--- config.mk ---
export PLATFORM = sky130hd
export DESIGN_NAME = audio_fifo_status
export DESIGN_NICKNAME = d
export VERILOG_FILES = /design/src/rtl/afs_pkg.sv /design/src/rtl/afs_fifo.sv /design/src/rtl/afs_ctrl.sv /design/src/rtl/afs_datapath.sv /design/src/rtl/audio_fifo_status.sv
export SDC_FILE = /design/constraint.sdc
export NUM_CORES = 1
export LEC_CHECK = 0
export BUFFER_PORTS_ARGS = -buffer_cell sky130_fd_sc_hd__buf_2
export CELL_PAD_IN_SITES_DETAIL_PLACEMENT = 0
export CELL_PAD_IN_SITES_GLOBAL_PLACEMENT = 2
export CORE_UTILIZATION = 40
export DETAILED_ROUTE_END_ITERATION = 10
export GPL_ROUTABILITY_DRIVEN = 0
export GPL_TIMING_DRIVEN = 0
export PLACE_DENSITY = 0.67
export SKIP_LAST_GASP = 1
export SYNTH_ARGS = -nofsm -noshare
export SYNTH_HDL_FRONTEND = slang
export SYNTH_SLANG_ARGS = --single-unit
--- constraint.sdc ---
create_clock -name clk -period 7.5 [get_ports clk]
set_clock_uncertainty 0.1 [all_clocks]
set_input_delay 0.75 -clock clk [delete_from_list [all_inputs] [get_ports clk]]
set_output_delay 0.75 -clock clk [all_outputs]
set_load 0.02 [all_outputs]
--- src/rtl/afs_pkg.sv ---
package afs_pkg;
  localparam int LVL_W  = 4;
  localparam int CFG_W  = 8;
  localparam int STAT_W = 32;

  typedef enum logic [1:0] {
    CFG_THRESH = 2'd0,
    CFG_MASK   = 2'd1,
    CFG_CLEAR  = 2'd2,
    CFG_NONE   = 2'd3
  } cfgSel_e;

  typedef struct packed {
    logic txPush;
    logic txPop;
    logic rxPush;
    logic rxPop;
    logic setOvr;
    logic setUnd;
    logic clrOvr;
    logic clrUnd;
    logic thrWr;
    logic maskWr;
  } afsStrobes_t;
endpackage

--- src/rtl/afs_fifo.sv ---
module afs_fifo #(
  parameter int DATA_W = 16,
  parameter int DEPTH  = 16,
  localparam int PTR_W = $clog2(DEPTH),
  localparam int CNT_W = PTR_W + 1
) (
  input  logic              clk,
  input  logic              rstN,
  input  logic              push,
  input  logic              pop,
  input  logic [DATA_W-1:0] wrData,
  output logic [DATA_W-1:0] rdData,
  output logic [CNT_W-1:0]  count,
  output logic              full,
  output logic              empty
);
  logic [DATA_W-1:0] mem [DEPTH];
  logic [PTR_W-1:0]  wrPtr, rdPtr;

  function automatic logic [PTR_W-1:0] bump(input logic [PTR_W-1:0] p);
    return (p == PTR_W'(DEPTH - 1)) ? '0 : p + 1'b1;
  endfunction

  assign full   = (count == CNT_W'(DEPTH));
  assign empty  = (count == '0);
  assign rdData = empty ? '0 : mem[rdPtr];

  always_ff @(posedge clk) begin
    if (push) mem[wrPtr] <= wrData;
  end

  always_ff @(posedge clk) begin
    if (!rstN) begin
      wrPtr <= '0;
      rdPtr <= '0;
      count <= '0;
    end else begin
      if (push) wrPtr <= bump(wrPtr);
      if (pop)  rdPtr <= bump(rdPtr);
      case ({push, pop})
        2'b10:   count <= count + 1'b1;
        2'b01:   count <= count - 1'b1;
        default: count <= count;
      endcase
    end
  end
endmodule

--- src/rtl/afs_ctrl.sv ---
module afs_ctrl
  import afs_pkg::*;
(
  input  logic        txWrEn,
  input  logic        serTxRd,
  input  logic        serRxWr,
  input  logic        rxRdEn,
  input  logic        cfgWrEn,
  input  logic [1:0]  cfgSel,
  input  logic [1:0]  clrBits,
  input  logic        txFull,
  input  logic        txEmpty,
  input  logic        rxFull,
  input  logic        rxEmpty,
  output afsStrobes_t strobes
);
  logic isClear;

  assign isClear = cfgWrEn && (cfgSel == CFG_CLEAR);

  always_comb begin
    strobes        = '0;
    strobes.txPush = txWrEn && !txFull;
    strobes.txPop  = serTxRd && !txEmpty;
    strobes.setUnd = serTxRd && txEmpty;
    strobes.rxPush = serRxWr && !rxFull;
    strobes.setOvr = serRxWr && rxFull;
    strobes.rxPop  = rxRdEn && !rxEmpty;
    strobes.clrOvr = isClear && clrBits[1];
    strobes.clrUnd = isClear && clrBits[0];
    strobes.thrWr  = cfgWrEn && (cfgSel == CFG_THRESH);
    strobes.maskWr = cfgWrEn && (cfgSel == CFG_MASK);
  end
endmodule

--- src/rtl/afs_datapath.sv ---
module afs_datapath
  import afs_pkg::*;
#(
  parameter int DATA_W = 16,
  parameter int DEPTH  = 16,
  localparam int CNT_W = $clog2(DEPTH) + 1
) (
  input  logic              clk,
  input  logic              rstN,
  input  logic              enable,
  input  logic              serBusy,
  input  afsStrobes_t       strobes,
  input  logic [DATA_W-1:0] txWrData,
  input  logic [DATA_W-1:0] serRxData,
  input  logic [CFG_W-1:0]  cfgWrData,
  output logic [DATA_W-1:0] rxRdData,
  output logic [DATA_W-1:0] serTxData,
  output logic              txFull,
  output logic              txEmpty,
  output logic              rxFull,
  output logic              rxEmpty,
  output logic [STAT_W-1:0] status,
  output logic              irq
);
  logic [CNT_W-1:0] txCount, rxCount;
  logic [LVL_W-1:0] txThresh, rxThresh;
  logic [3:0]       maskReg;
  logic             ovrFlag, undFlag;
  logic             rxReq, txReq;

  afs_fifo #(.DATA_W(DATA_W), .DEPTH(DEPTH)) u_txq (
    .clk(clk), .rstN(rstN), .push(strobes.txPush), .pop(strobes.txPop),
    .wrData(txWrData), .rdData(serTxData), .count(txCount),
    .full(txFull), .empty(txEmpty));

  afs_fifo #(.DATA_W(DATA_W), .DEPTH(DEPTH)) u_rxq (
    .clk(clk), .rstN(rstN), .push(strobes.rxPush), .pop(strobes.rxPop),
    .wrData(serRxData), .rdData(rxRdData), .count(rxCount),
    .full(rxFull), .empty(rxEmpty));

  always_ff @(posedge clk) begin
    if (!rstN) begin
      ovrFlag  <= 1'b0;
      undFlag  <= 1'b0;
      txThresh <= '0;
      rxThresh <= '0;
      maskReg  <= '0;
      irq      <= 1'b0;
    end else begin
      ovrFlag <= strobes.setOvr || (ovrFlag && !strobes.clrOvr);
      undFlag <= strobes.setUnd || (undFlag && !strobes.clrUnd);
      if (strobes.thrWr) begin
        txThresh <= cfgWrData[3:0];
        rxThresh <= cfgWrData[7:4];
      end
      if (strobes.maskWr) maskReg <= cfgWrData[6:3];
      irq <= |(status[6:3] & maskReg);
    end
  end

  assign rxReq = enable && (rxCount > CNT_W'(rxThresh));
  assign txReq = enable && (txCount <= CNT_W'(txThresh));

  always_comb begin
    status        = '0;
    status[15:12] = LVL_W'(rxCount);
    status[11:8]  = LVL_W'(txCount);
    status[6]     = ovrFlag;
    status[5]     = undFlag;
    status[4]     = rxReq;
    status[3]     = txReq;
    status[2]     = enable && serBusy;
    status[1]     = !rxEmpty;
    status[0]     = !txFull;
  end
endmodule

--- src/rtl/audio_fifo_status.sv ---
module audio_fifo_status
  import afs_pkg::*;
#(
  parameter int DATA_W = 16,
  parameter int DEPTH  = 16
) (
  input  logic              clk,
  input  logic              rstN,
  input  logic              enable,
  input  logic              serBusy,
  input  logic              txWrEn,
  input  logic [DATA_W-1:0] txWrData,
  input  logic              rxRdEn,
  output logic [DATA_W-1:0] rxRdData,
  input  logic              serTxRd,
  output logic [DATA_W-1:0] serTxData,
  input  logic              serRxWr,
  input  logic [DATA_W-1:0] serRxData,
  input  logic              cfgWrEn,
  input  logic [1:0]        cfgSel,
  input  logic [CFG_W-1:0]  cfgWrData,
  output logic [STAT_W-1:0] status,
  output logic              irq
);
  afsStrobes_t strobes;
  logic txFull, txEmpty, rxFull, rxEmpty;

  afs_ctrl u_ctrl (
    .txWrEn(txWrEn), .serTxRd(serTxRd), .serRxWr(serRxWr), .rxRdEn(rxRdEn),
    .cfgWrEn(cfgWrEn), .cfgSel(cfgSel), .clrBits(cfgWrData[6:5]),
    .txFull(txFull), .txEmpty(txEmpty), .rxFull(rxFull), .rxEmpty(rxEmpty),
    .strobes(strobes));

  afs_datapath #(.DATA_W(DATA_W), .DEPTH(DEPTH)) u_dp (
    .clk(clk), .rstN(rstN), .enable(enable), .serBusy(serBusy),
    .strobes(strobes), .txWrData(txWrData), .serRxData(serRxData),
    .cfgWrData(cfgWrData), .rxRdData(rxRdData), .serTxData(serTxData),
    .txFull(txFull), .txEmpty(txEmpty), .rxFull(rxFull), .rxEmpty(rxEmpty),
    .status(status), .irq(irq));
endmodule

Yosys cells after proc, flatten, opt, wreduce, memory -nomap -nowiden:

Memories as Yosys holds them, arrays and structs flattened. A register that Yosys moved wholly into a read port is not among the register bits.
Cells that the tools add are included.

* add/subtract/negate cells: 8
* multipliers: 0
* divide/modulo/power cells: 0
* order comparisons: 2
* equality and inequality tests: 12
* shift-type cells: 0
* mux-type cells: 16
* bitwise operators: 1
* reduce and logical (&&, ||, !) cells: 30

Operators with widths (number)
* 16-bit 2-to-1 mux: 2
* 4-bit 2-to-1 mux: 8
* 5-bit case mux with 2 select lines: 2
* 4-bit by 1-bit adder with 4-bit output (second input constant): 4
* 4-bit == test (second input constant): 4
* 1-bit logical AND: 16
* 5-bit by 1-bit adder with 5-bit output (second input constant): 2
* 5-bit == test (second input constant): 2
* 5-bit zero test: 2
* 5-bit by 1-bit subtractor with 5-bit output (second input constant): 2
* 2-bit by 1-bit == test with 1-bit output (second input constant): 3
* 2-bit == test (second input constant): 3
* 1-bit zero test: 6
* 5-bit by 4-bit > comparator with 1-bit output: 1
* 5-bit by 4-bit <= comparator with 1-bit output: 1
* 4-bit bitwise AND: 1
* 1-bit 2-to-1 mux: 4
* 2-bit nonzero test: 2
* 4-bit OR reduction: 1
* 2-bit zero test: 1
* 1-bit logical OR: 2

* register bits: 41
* bits in latches: 0
* memory bits (writable): 512
* memory bits (read-only): 0
* input port bits: 51
* output and inout bits: 65
* memories: 2

Memories
* u_dp.u_rxq.mem: depth 16, width 16, rd ports 1, clocked after Yosys merged registers in 1, write ports 1, line afs_fifo.sv:17 `logic [DATA_W-1:0] mem [DEPTH];`
* u_dp.u_txq.mem: depth 16, width 16, rd ports 1, clocked after Yosys merged registers in 1, write ports 1, line afs_fifo.sv:17

Depth between registers and ports, before layout:

Gate-level depths: netlist of run 1.

* word-level depth: 6
* mapped depth: 14

Cells and area by module:

From an unflattened synthesis of run 1, not the netlist that was laid out.

* cells, all modules: 1140
* area total of the unflattened synthesis: 22567.9 sq um

Modules (own cells, without submodules)
* afs_fifo: times used 2, cells an instance 511, area each 10775.3 sq um, seq. area each 8027.7 sq um
* afs_datapath: times used 1, cells an instance 108, area each 942.2 sq um, seq. area each 300.3 sq um
* afs_ctrl: times used 1, cells an instance 10, area each 75.1 sq um, seq. area each 0.0 sq um

Least setup slack after synthesis of run 1:

OpenSTA, ideal clock, no wires.

* kind: flip-flop to flip-flop
* start: register u_dp.u_txq.count[1]
* end: register u_dp.u_txq.count[4]
* library setup time: 0.070 ns
* arrival time: 2.957 ns
* path slack: 4.373 ns
* cell stages (with the launch flop): 14
* buffers on the path: 1
* clock period less this slack: 3.127 ns
* path through: dfxtp_1 -> buf_2 -> nor4_1 -> and2b_2 -> nand2b_1 -> inv_1 -> ha_1 -> xor2_1 -> ha_1 -> a211o_1 -> a21oi_1 -> a221oi_1 -> or3_1 -> a21oi_1

* cells in the longest elaborated chain, start to end: 5
* elaborated cells on any way between the ends: 12
* those cells by class: add/sub (2); eq/ne (3); mux (1); reduce/logical (6)

Ends and longest elaborated chain
* start: declaration: line afs_fifo.sv:13 `output logic [CNT_W-1:0] count,`
* start signal: assignment: line afs_fifo.sv:41 `2'b10: count <= count + 1'b1;`
* start signal: assignment: line afs_fifo.sv:42 `2'b01: count <= count - 1'b1;`
* start signal: assignment: line afs_fifo.sv:43 `default: count <= count;`
* 5-bit == test or 5-bit zero test (tied branches): line afs_fifo.sv:24, afs_fifo.sv:25
* 1-bit zero test, on equally long branches: line afs_ctrl.sv:23, afs_ctrl.sv:24
* 1-bit logical AND, on equally long branches: line afs_ctrl.sv:23, afs_ctrl.sv:24
* 2-bit by 1-bit == test with 1-bit output or 2-bit == test (tied branches): line afs_fifo.sv:40 `case ({push, pop})`
* 5-bit case mux with 2 select lines or 2-bit nonzero test (tied branches)

Several ways; a longest one is shown, not always the timed one.
A chain may end at the register's enable or synchronous reset.

==> results.md, run 1 <==
* Max-cap violations at 0
* Mapped Avg Cell Area at 20.1 sq um
* Post-route setup TNS at 0 ps
* Maximum net fanout on the critical path at 10
* Max-slew headroom at between 30% and 40%
* Slew at the pin closest to its max-slew limit at 1010 ps
* Total number of H-tree levels at 2
* Crit end category: output port
* Die X at 239 um
* Area growth from synthesis to layout at 18.8%
* Number of warnings reported in the yosys synthesis log at 0
* Biggest area consumer among synthesized cells: edfxtp_1
* Post-route total power at 8830 uW
* Maximum number of pins on one net before global-route repair at 17
* Global-route wire length before repair at 74400 um
* Cell area after synthesis at about 22000 sq um
* Number of hold buffers added after CTS at 0
* Total congestion overflow after global routing at 0
* Count of TritonRoute iterations in the first routing pass at 5
* Clk Tree Root Cell: clkbuf_16
* Number of distinct library cell variants in the gate-level netlist after synthesis at 50
* Nets@finish at between 1000 and 1500
* Total number of clock tree sinks at 561
* Clock buffers created by TritonCTS at 59
* Maximum buffer depth of the clock tree at 3
* Fraction of registers with async set or reset after synthesis at 0%
* Post-route antenna net violation count at 0
* Unrepaired setup endpoints after global routing: false
* Overall routed net length at 50000 um
* Via count of the first global-routing pass at 11329
* Setup Viol. Count Final at 0
* Violation count after the first detailed-routing iteration at 787
* Number of synthesized flops with an enable pin at about 510
* Area contributors post-synth: edfxtp_1 69%, mux4_2 16%, dfxtp_1 4.4%, ha_1 1.3%, buf_4 1.1%
* Initial antenna violation count at 2
* Diodes inserted at 0
* Initial core utilization at 40.5%
* Average routed wire per standard cell at 23.6 um
* Hold WC Path Type: input pin to flip-flop
* Ratio of cells with drive above 1 in the final layout at 33.9%
* Total setup buffers inserted after CTS at 0
* Post-DP HPWL at between 30000 and 40000 um
* Die Y-Extent at 239 um
* Power Dens Cells at 332 nW/um^2
* Number of gates given a new drive strength after cts at 0
* Fin. Hold Viols at 0
* DRC at 0
* Final critical delay including setup and external delays at 4070 ps
* Via total after detailed routing at 11001
* Data arrival, critical path at 3220 ps
* Vias per cell at 5.19
* Quantity of I/O buffers inserted on ports at 97
* Commonest register cell after synthesis: edfxtp_1
* Sequential share of the synthesized area at 73.1%
* Critical path launch point type: flip-flop
* Result of the run: finished clean
* Area inside the core boundary at between 50000 and 60000 sq um
* Post-synthesis instance total at 1114
* Share of the clock period used by the worst path after layout at between 50% and 60%
* Total routing resource utilization after global routing at a little under a fifth
* Clk slew on worst S/H paths at 60 ps
* CTS tree: done
* Required time of the critical path at 6650 ps
* Core Rows at 86
* Static leakage at 0.00870 uW
* Peak supply drop at 0.247 mV
* Die outline area at 56900 sq um
* Top-level I/O count at 116
* Maximum clock rate at 0.246 GHz
* Crit Path Class: flip-flop to output port
* Number of max-slew violations in the final report at 0
* Worst-Skew Late Latency at 620 ps
* Area share of the leading cell type in the synthesized netlist at approximately 69%
* Seq cells post-synth at 561
-- stage by stage --
step | worst slack (ps) | util [%] | hold WS (ps) | instances | area, sq um
after CTS | 3380 | 48.1 | 237 | 2118 | 26600
after detailed placement | 3840 | 44.6 | 389 | 2009 | 24600
after global routing | 3330 | 48.1 | 296 | 2118 | 26600
after floorplan | 4370 | - | 363 | 1130 | 22400
after global placement | 2900 | 43.2 | 377 | 1975 | 23900
final | 3430 | 48.1 | 271 | 2118 | 26600
-- registers in the layout, indices dropped and copies added (netlist names), named ones only --
signal	flops
u_dp.u_txq.mem	256
u_dp.irq	1
u_dp.maskReg	4
u_dp.u_rxq.mem	256
u_dp.txThresh	4
u_dp.u_txq.wrPtr	4
u_dp.u_txq.count	5
u_dp.rxThresh	4
u_dp.u_rxq.wrPtr	4
u_dp.undFlag	1
u_dp.u_txq.rdPtr	4
u_dp.ovrFlag	1
u_dp.u_rxq.count	5
u_dp.u_rxq.rdPtr	4
-- cells in the final DEF, fill, tap and decap left out, types with 4 or more instances in the layout --
master | synthesis | layout
nand3_1 | 6 | 6
mux4_2 | 160 | 160
nand2_1 | 25 | 25
buf_2 | 7 | 104
clkinv_1 | 1 | 13
o21ai_0 | 8 | 8
bufinv_16 | 0 | 9
nor3_2 | 0 | 8
ha_1 | 24 | 24
clkbuf_1 | 25 | 35
or3_1 | 4 | 4
buf_8 | 0 | 6
conb_1 | 1 | 17
buf_4 | 34 | 36
nand2b_1 | 12 | 12
xor2_1 | 9 | 9
and2_1 | 17 | 17
inv_1 | 17 | 17
buf_6 | 8 | 18
mux2i_1 | 11 | 11
nor2_2 | 0 | 24
a21oi_1 | 34 | 34
buf_1 | 9 | 9
clkinv_2 | 0 | 14
nor2_1 | 67 | 43
buf_16 | 0 | 16
dfxtp_1 | 49 | 49
nor2b_1 | 18 | 18
edfxtp_1 | 512 | 512
clkbuf_16 | 0 | 59
-- synthesized netlist by cell type, types with 2 or more instances --
library cell  instances
a21oi_1              34
buf_2                 7
nor3b_1               2
xnor2_1               3
nand3_1               6
inv_1                17
ha_1                 24
buf_6                 8
mux4_2              160
and2_1               17
and3b_1               2
a31oi_1               2
and4_1                2
o21ai_0               8
o21a_1                2
a21boi_2              2
nand3b_1              2
o211ai_1              2
clkbuf_1             25
dfxtp_1              49
or3_1                 4
o22ai_1               2
nor2_1               67
buf_4                34
a211o_1               2
mux2i_1              11
nor3_1               10
a21boi_0              2
a311o_1               3
or4_1                 2
nand2_1              25
xor2_1                9
a22oi_1               3
buf_1                 9
nor2b_1              18
nor4b_1               3
edfxtp_1            512
nand2b_1             12
-- kinds of logic after synthesis --
| group | share of synthesized area, % |
|---|---|
| DFF | 73.1 |
| buffers and inverters | 2.57 |
| xor gates and xnor gates | 0.470 |
| other | 0.0168 |
| adders and majority gates | 1.34 |
| AOI/OAI and AO/OA | 1.81 |
| muxes | 16.6 |
| and+or+nand+nor | 4.03 |
-- cell type report --
| type | count | area (sq um) |
|---|---|---|
| fillers | 4611 | 28600 |
| flip-flops and latches | 561 | 16400 |
| multi-input cells | 468 | 5600 |
| clock buffers | 69 | 1510 |
| repair buffers | 131 | 1140 |
| well taps | 748 | 936 |
| plain buffers | 83 | 508 |
| clock inverters | 40 | 442 |
| inverters | 18 | 67.6 |
-- critical path, stage by stage (launching register included) --
cell and delay [ps]:
dfxtp_1 300, buf_2 270, clkbuf_1 770, mux4_2 420, mux4_2 480, nor2b_1 160
buf_2 200
-- routing by layer --
layer / up-vias / global-route usage, % / part of all wire (%)
li1: 4900 / - / -
met1: 5795 / 23.8 / 42
met2: 227 / 31.0 / 51
met3: 75 / 2.92 / 3.9
met4: 4 / 5.42 / 2.2
met5: - / 0 / 0.044
-- final timing paths --
kind                                      endpoint  cells past startpoint                             start  slack (ps)
setup / recovery                     serTxData[12]                      6                         flip-flop        3430
hold / removal       u_dp.txThresh[2]$_SDFFE_PN0P_                      3                      cfgWrData[2]         270
setup reg to reg  u_dp.u_txq.count[4]$_SDFFE_PN0P_                     13  u_dp.u_txq.count[1]$_SDFFE_PN0P_        3870
hold reg to reg       u_dp.maskReg[2]$_SDFFE_PN0P_                      2      u_dp.maskReg[2]$_SDFFE_PN0P_         400
-- report_power, final --
group,internal (uW),switching [uW]
combinational,1030,1250
clock,1750,1210
sequential,3520,69.1
Power figures use the tool's default switching activity.
==> run 2, diff against run 1 <==
- ABC_AREA: not set -> 1
- PLACE_DENSITY: 0.67 -> 0.74
- clock period: 7.5 -> 4.2 ns (I/O delays scaled with it)
==> run 2 against run 1 <==
  * Area after synthesis up 1.6%
  * Sequential share of layout area down 1.1 points
  * Combinational power up 110%
  * Final area up 1.8%
  * Hold slack worse by 240 ps
  * First-iteration DRC count up 72%
  * Core utilization down 0.052 points
  * Cell count up 33%
  * Register-to-register slack worse by 2400 ps
  * Critical endpoint is now rxRdData[3]
==> results.md, run 2 <==
* Via total after detailed routing at approximately 15000
* Crit Path Class: flip-flop to output port
* Maximum number of pins on one net before global-route repair at 17
* Clock buffers created by TritonCTS at 60
* Most frequent cells after synthesis: 512 x edfxtp_1, 363 x nor2_1, 287 x o21ai_0
* Required time of the critical path at 3680 ps
* Total number of clock tree sinks at 561
* Via count of the first global-routing pass at 14996
* Ratio of cells with drive above 1 in the final layout at 17.1%
* Total number of H-tree levels at 2
* Clk slew on worst S/H paths at approximately 60 ps
* Power Dens Cells at 617 nW/um^2
* Max-cap violations at 0
* Internal power summed over all cells at 11000 uW
* Die Y-Extent at 240 um
* Final worst slack at 666 ps
* Area of the multi-input gates at 5530 sq um
* Logic gate share of total power at around 28%
* Area contributors post-synth: edfxtp_1 68%, o21ai_0 6.3%, nor2_1 6.0%, dfxtp_1 4.3%, o221ai_1 3.5%
* Fin. Hold Viols at 0
* Worst hold slack at ~31 ps
* Die X at about 240 um
* Share of the clock period used by the worst path after layout at between 80% and 90%
* DRC at 0
* Core Rows at 87
* Maximum clock rate at 0.283 GHz
* Hold WC Path Type: input pin to flip-flop
* Post-route antenna net violation count at 0
* Overall routed net length at 66200 um
* Switching power total at 5650 uW
* Count of TritonRoute iterations in the first routing pass at 5
* Number of synthesized flops with an enable pin at 512
* Worst-Skew Late Latency at 630 ps
* Mapped Avg Cell Area at 12.6 sq um
* Most repeated cell in the gate-level netlist after synthesis: edfxtp_1
* Number of gates given a new drive strength after cts at 0
* Final critical delay including setup and external delays at 3530 ps
* Commonest cells after routing, fill and taps aside: 512 x edfxtp_1, 332 x nor2_1, 287 x o21ai_0
* Initial antenna violation count at 0
* Max-slew headroom at 38.8%
* Unrepaired setup endpoints after global routing: false
* Number of fill cells in the layout at between 5000 and 6000
* Setup Viol. Count Final at 0
* Initial core utilization at 40.4%
* Largest regs: u_dp.u_rxq.mem: 256 flops, u_dp.u_txq.mem: 256 flops
* Die outline area at 57800 sq um
* Relative contribution of the clock network to total power at 33.2%
* Seq cells post-synth at approximately 560
* Critical path launch point type: flip-flop
* CTS tree: done
* Violation count after the first detailed-routing iteration at ~1400
* Number of max-slew violations in the final report at 0
* Switching share of power at about a third
* Post-synthesis instance total at 1800
* Global-route wire length before repair at 96300 um
* Clk Tree Root Cell: clkbuf_16
* Vias per cell at ~5.4
* Post-route setup TNS at 0 ps
* Total routing resource utilization after global routing at 22.9%
* Area inside the core boundary at approximately 56000 sq um
* Sequential share of the synthesized area at 71.9%
* Maximum buffer depth of the clock tree at 3
* Nets@finish at ~2100
* Number of warnings reported in the yosys synthesis log at 0
* Post-placement worst setup slack at roughly 1300 ps
* Peak supply drop at 0.433 mV
* Cell area after synthesis at 22700 sq um
* Biggest area consumer among synthesized cells: edfxtp_1
* Most frequent standard cell in the layout excluding fill and tap cells: edfxtp_1
* Diodes inserted at 0
* Quantity of I/O buffers inserted on ports at slightly below 100
* Data arrival, critical path at 3010 ps
* Sequential cell fraction of total power at 38.7%
* Top-level I/O count at 116
* Number of distinct library cell variants in the gate-level netlist after synthesis at 40
* Average routed wire per standard cell at 23.5 um
* Slew at the pin closest to its max-slew limit at 918 ps
* Maximum net fanout on the critical path at 10
* Footprint of the flip-flops and latches at 16400 sq um
* Total congestion overflow after global routing at 0
* Static leakage at just over 0.009 uW
* Result of the run: finished clean
* Fraction of registers with async set or reset after synthesis at 0%
* Crit end category: output port
* Post-DP HPWL at 44600 um
* Commonest register cell after synthesis: edfxtp_1
* Area share of the leading cell type in the synthesized netlist at around two thirds
* Area growth from synthesis to layout at 19.0%
==> run 2: path summary, 6_finish.rpt <==
kind                                                  startpoint                                to  slack, ps  cells after the start
worst max-delay path                                   flip-flop                       rxRdData[3]        670                      7
worst min-delay path                                     serRxWr           u_dp.ovrFlag$_SDFF_PN0_         30                      3
worst max register to register  u_dp.u_txq.count[1]$_SDFFE_PN0P_  u_dp.u_txq.count[4]$_SDFFE_PN0P_       1510                     12
worst min register to register     u_dp.txThresh[1]$_SDFFE_PN0P_     u_dp.txThresh[1]$_SDFFE_PN0P_        370                      2
==> run 2: final cells by class <==
cell class	instances	share of cell area [%]
Buffer	136	2.79
Timing Repair Buffer	138	4.27
Tap cell	756	3.50
Sequential cell	561	60.4
Clock buffer	76	6.07
Inverter	63	0.883
Multi-Input combinational cell	1056	20.4
Clock inverter	35	1.61
==> run 2: layer usage <==
metal | share of wire [%] | GRT usage, % | routed length [um]
met3 | 5.1 | 2.89 | 3400
met1 | 43 | 30.3 | 28400
met4 | 3.3 | 9.19 | 2220
met2 | 49 | 38.3 | 32200
met5 | 0 | 0 | 0
==> run 2: repair_timing <==
item / in CTS / in global routing
setup buffers: 0 / 0
hold buffers: 9 / 0
hold endpoints to repair: 12 / 0
==> run 2: power by group through the flow <==
stage / sequential (uW) / combinational [uW] / clock [uW]
after global placement: 6590 / 4590 / 0
after global routing: 6490 / 5080 / 5830
after CTS: 6470 / 4700 / 5630
final: 6470 / 4690 / 5540
after detailed placement: 6590 / 4680 / 0
after floorplan: 6540 / 2880 / 0
==> run 2: per-stage QoR <==
stage | total power [uW] | std cells | util, % | instance area, sq um
global placement | 11200 | 2670 | 43.1 | 24200
finish | 16700 | 2821 | 48.1 | 27100
detailed placement | 11300 | 2701 | 44.2 | 24900
floorplan | 9420 | 1816 | - | 22800
global route | 17400 | 2821 | 48.1 | 27100
CTS | 16800 | 2821 | 48.1 | 27100
==> run 2: cell families (layout without fill, tap and decap cells) <==
family / after synthesis / in the layout / synth area share [%]
flops: 561 / 561 / 71.9
compound gates: 502 / 502 / 12.9
other cells: 1 / 17 / 0.0165
xor+xnor: 13 / 13 / 0.501
fa+ha+maj: 24 / 24 / 1.32
simple gates: 500 / 500 / 9.01
buf+inv: 199 / 448 / 4.37
==> run 2: worst max-delay path, stage by stage, from the launching register on <==
cell      delay [ps]
dfxtp_1          440
buf_6            180
clkbuf_1         580
nor2_1           110
o221ai_1         240
nand3_1          170
a21oi_1          420
buf_2            250
==> run 3, diff against run 2 <==
- ABC_AREA: 1 -> 0
- PLACE_DENSITY: 0.74 -> 0.67
- clock period: 4.2 -> 3.7 ns (I/O delays scaled with it)
==> run 3 against run 2 <==
  * Flip-flop and latch count unchanged
  * Non-clock buffer count down 38
  * Highest routed layer is now met5
  * Global-route usage down 4.8 points
  * Clock-buffer cell count down 7
  * Critical path depth down 1
  * Core utilization up 0.49 points
  * Setup slack worse by 500 ps
==> results.md, run 3 (synthesis results as in run 1) <==
* CTS tree: done
* Critical-path top delay cell: clkdlybuf4s15_1
* Post-route antenna net violation count at 0
* DRC at 0
* Total number of H-tree levels at 2
* Ordered list of cells on the worst path: buf_2 > clkdlybuf4s15_1 > mux4_2 > mux4_2 > nor2b_1 > buf_2
* Gate family responsible for the most delay along the worst path: buffers and inverters
* Worst-Skew Late Latency at roughly 620 ps
* Violation count after the first detailed-routing iteration at 892
* Slew at the pin closest to its max-slew limit at 1010 ps
* Crit end category: output port
* Clk slew on worst S/H paths at 60 ps
* Result of the run: finished clean
* Static leakage at approximately 0.0088 uW
* Initial antenna violation count at 1
* Ratio of cells with drive above 1 in the final layout at 33.9%
* Overall routed net length at 50000 um
* Data arrival, critical path at 3060 ps
* Bufs and invs on worst path at 3
* Share of the clock period used by the worst path after layout at 95.5%
* Critical path launch point type: flip-flop
* Via count of the first global-routing pass at about 11000
* Initial core utilization at between 40% and 50%
* Max-cap violations at 0
* Post-route met1 wirelength at between 20000 and 25000 um
* Post-placement worst setup slack at 36.0 ps
* Number of max-slew violations in the final report at 0
* Vias per cell at 5.18
* Clk Tree Root Cell: clkbuf_16
* Crit Path Class: flip-flop to output port
* Setup Viol. Count Final at 0
* Hold WC Path Type: input pin to flip-flop
* Clock buffers created by TritonCTS at a little under 60
* Nets@finish at 1419
* Maximum net fanout on the critical path at 10
* Final critical delay including setup and external delays at about 3500 ps
* Count of TritonRoute iterations in the first routing pass at 5
* Diodes inserted at 0
* Met2 WL at 25700 um
* Required time of the critical path at 3230 ps
* Maximum buffer depth of the clock tree at 3
* Core Rows at 86
* Average routed wire per standard cell at 23.4 um
* Quantity of I/O buffers inserted on ports at 97
* Largest regs: u_dp.u_rxq.mem: 256 flops, u_dp.u_txq.mem: 256 flops
* Via total after detailed routing at 11091
* Max-slew headroom at between 30% and 40%
* Area growth from synthesis to layout at 19.8%
* Area inside the core boundary at between 50000 and 60000 sq um
* Maximum clock rate at approximately 0.28 GHz
* Most frequent standard cell in the layout excluding fill and tap cells: edfxtp_1
* Total routing resource utilization after global routing at 18.1%
* Met3 Routed Length at 2150 um
* Die Y-Extent at approximately 240 um
* Fin. Hold Viols at 0
* Total congestion overflow after global routing at 0
* Utilization after layout at between 40% and 50%
* Die outline area at 56900 sq um
* Global-route wire length before repair at 74700 um
* Highest routing layer actually used: met5
* Peak supply drop at 0.505 mV
* Final worst slack at 166 ps
* Commonest cells after routing, fill and taps aside: 512 x edfxtp_1, 160 x mux4_2, 104 x buf_2
* Total number of clock tree sinks at 561
* Maximum cell stage delay along the critical path at approximately 660 ps
* Die X at 239 um
* Post-route total power at 17900 uW
* Top-level I/O count at 116
* Unrepaired setup endpoints after global routing: false
* Post-DP HPWL at roughly 33000 um
* Maximum number of pins on one net before global-route repair at 17
* Power Dens Cells at 669 nW/um^2
==> run 3: cell types whose count changed in the layout (fill, tap and decap cells not counted), sizes merged, moves of 42 or more <==
cell and change:
mux4 +160, nand3 -61, o221ai -92, o21ai -301, nor2 -299, inv -42
==> run 3: worst min-delay path: cells and delay by family <==
kind | cells | cell delay, ps
buffers and inverters | 1 | 140
AO/OA/AOI/OAI | 1 | 90
AND/OR/NAND/NOR | 1 | 70
==> run 3: where the power goes <==
group	internal, uW	switching [uW]
registers	7140	141
logic	2120	2530
clock network	3550	2450
==> run 3: area by class of cell <==
cell class	count	area [sq um]
Tap cell	748	936
Clock buffer	69	1510
Clock inverter	40	442
Multi-Input combinational cell	468	5610
Fill cell	4592	28400
Inverter	18	67.6
Sequential cell	561	16400
Buffer	83	523
Timing Repair Buffer	153	1360
==> run 3: final timing paths <==
| path | end | depth (start not counted) | slack (ps) | start |
|---|---|---|---|---|
| worst max-delay path | serTxData[8] | 6 | 170 | flip-flop |
| worst min-delay path | u_dp.undFlag$_SDFF_PN0_ | 3 | 20 | serTxRd |
| worst max register to register | u_dp.u_txq.count[4]$_SDFFE_PN0P_ | 13 | 260 | u_dp.u_txq.count[1]$_SDFFE_PN0P_ |
| worst min register to register | u_dp.maskReg[1]$_SDFFE_PN0P_ | 2 | 400 | u_dp.maskReg[1]$_SDFFE_PN0P_ |
==> run 3: what timing repair did <==
item                       4_1_cts  5_1_grt
hold buffers                    22        0
hold endpoints to repair       154        0
setup endpoints to repair       17       23
buffers inserted                 0        0
resized for setup                5       10
==> run 3: layer usage <==
layer | GRT usage, % | vias to the layer above
met2 | 31.0 | 242
li1 | - | 4937
met5 | 0 | -
met3 | 3.00 | 75
met4 | 5.36 | 2
met1 | 23.8 | 5835
==> run 3: metrics by stage <==
step	TNS (ps)	std cells	hold WS (ps)	cell area [sq um]
3_3_place_gp	-76540	1975	377	23900
2_1_floorplan	0	1130	363	22400
5_1_grt	0	2140	24.0	26800
3_5_place_dp	0	2009	389	24600
6_report	0	2140	17.3	26800
4_1_cts	0	2140	0.353	26800
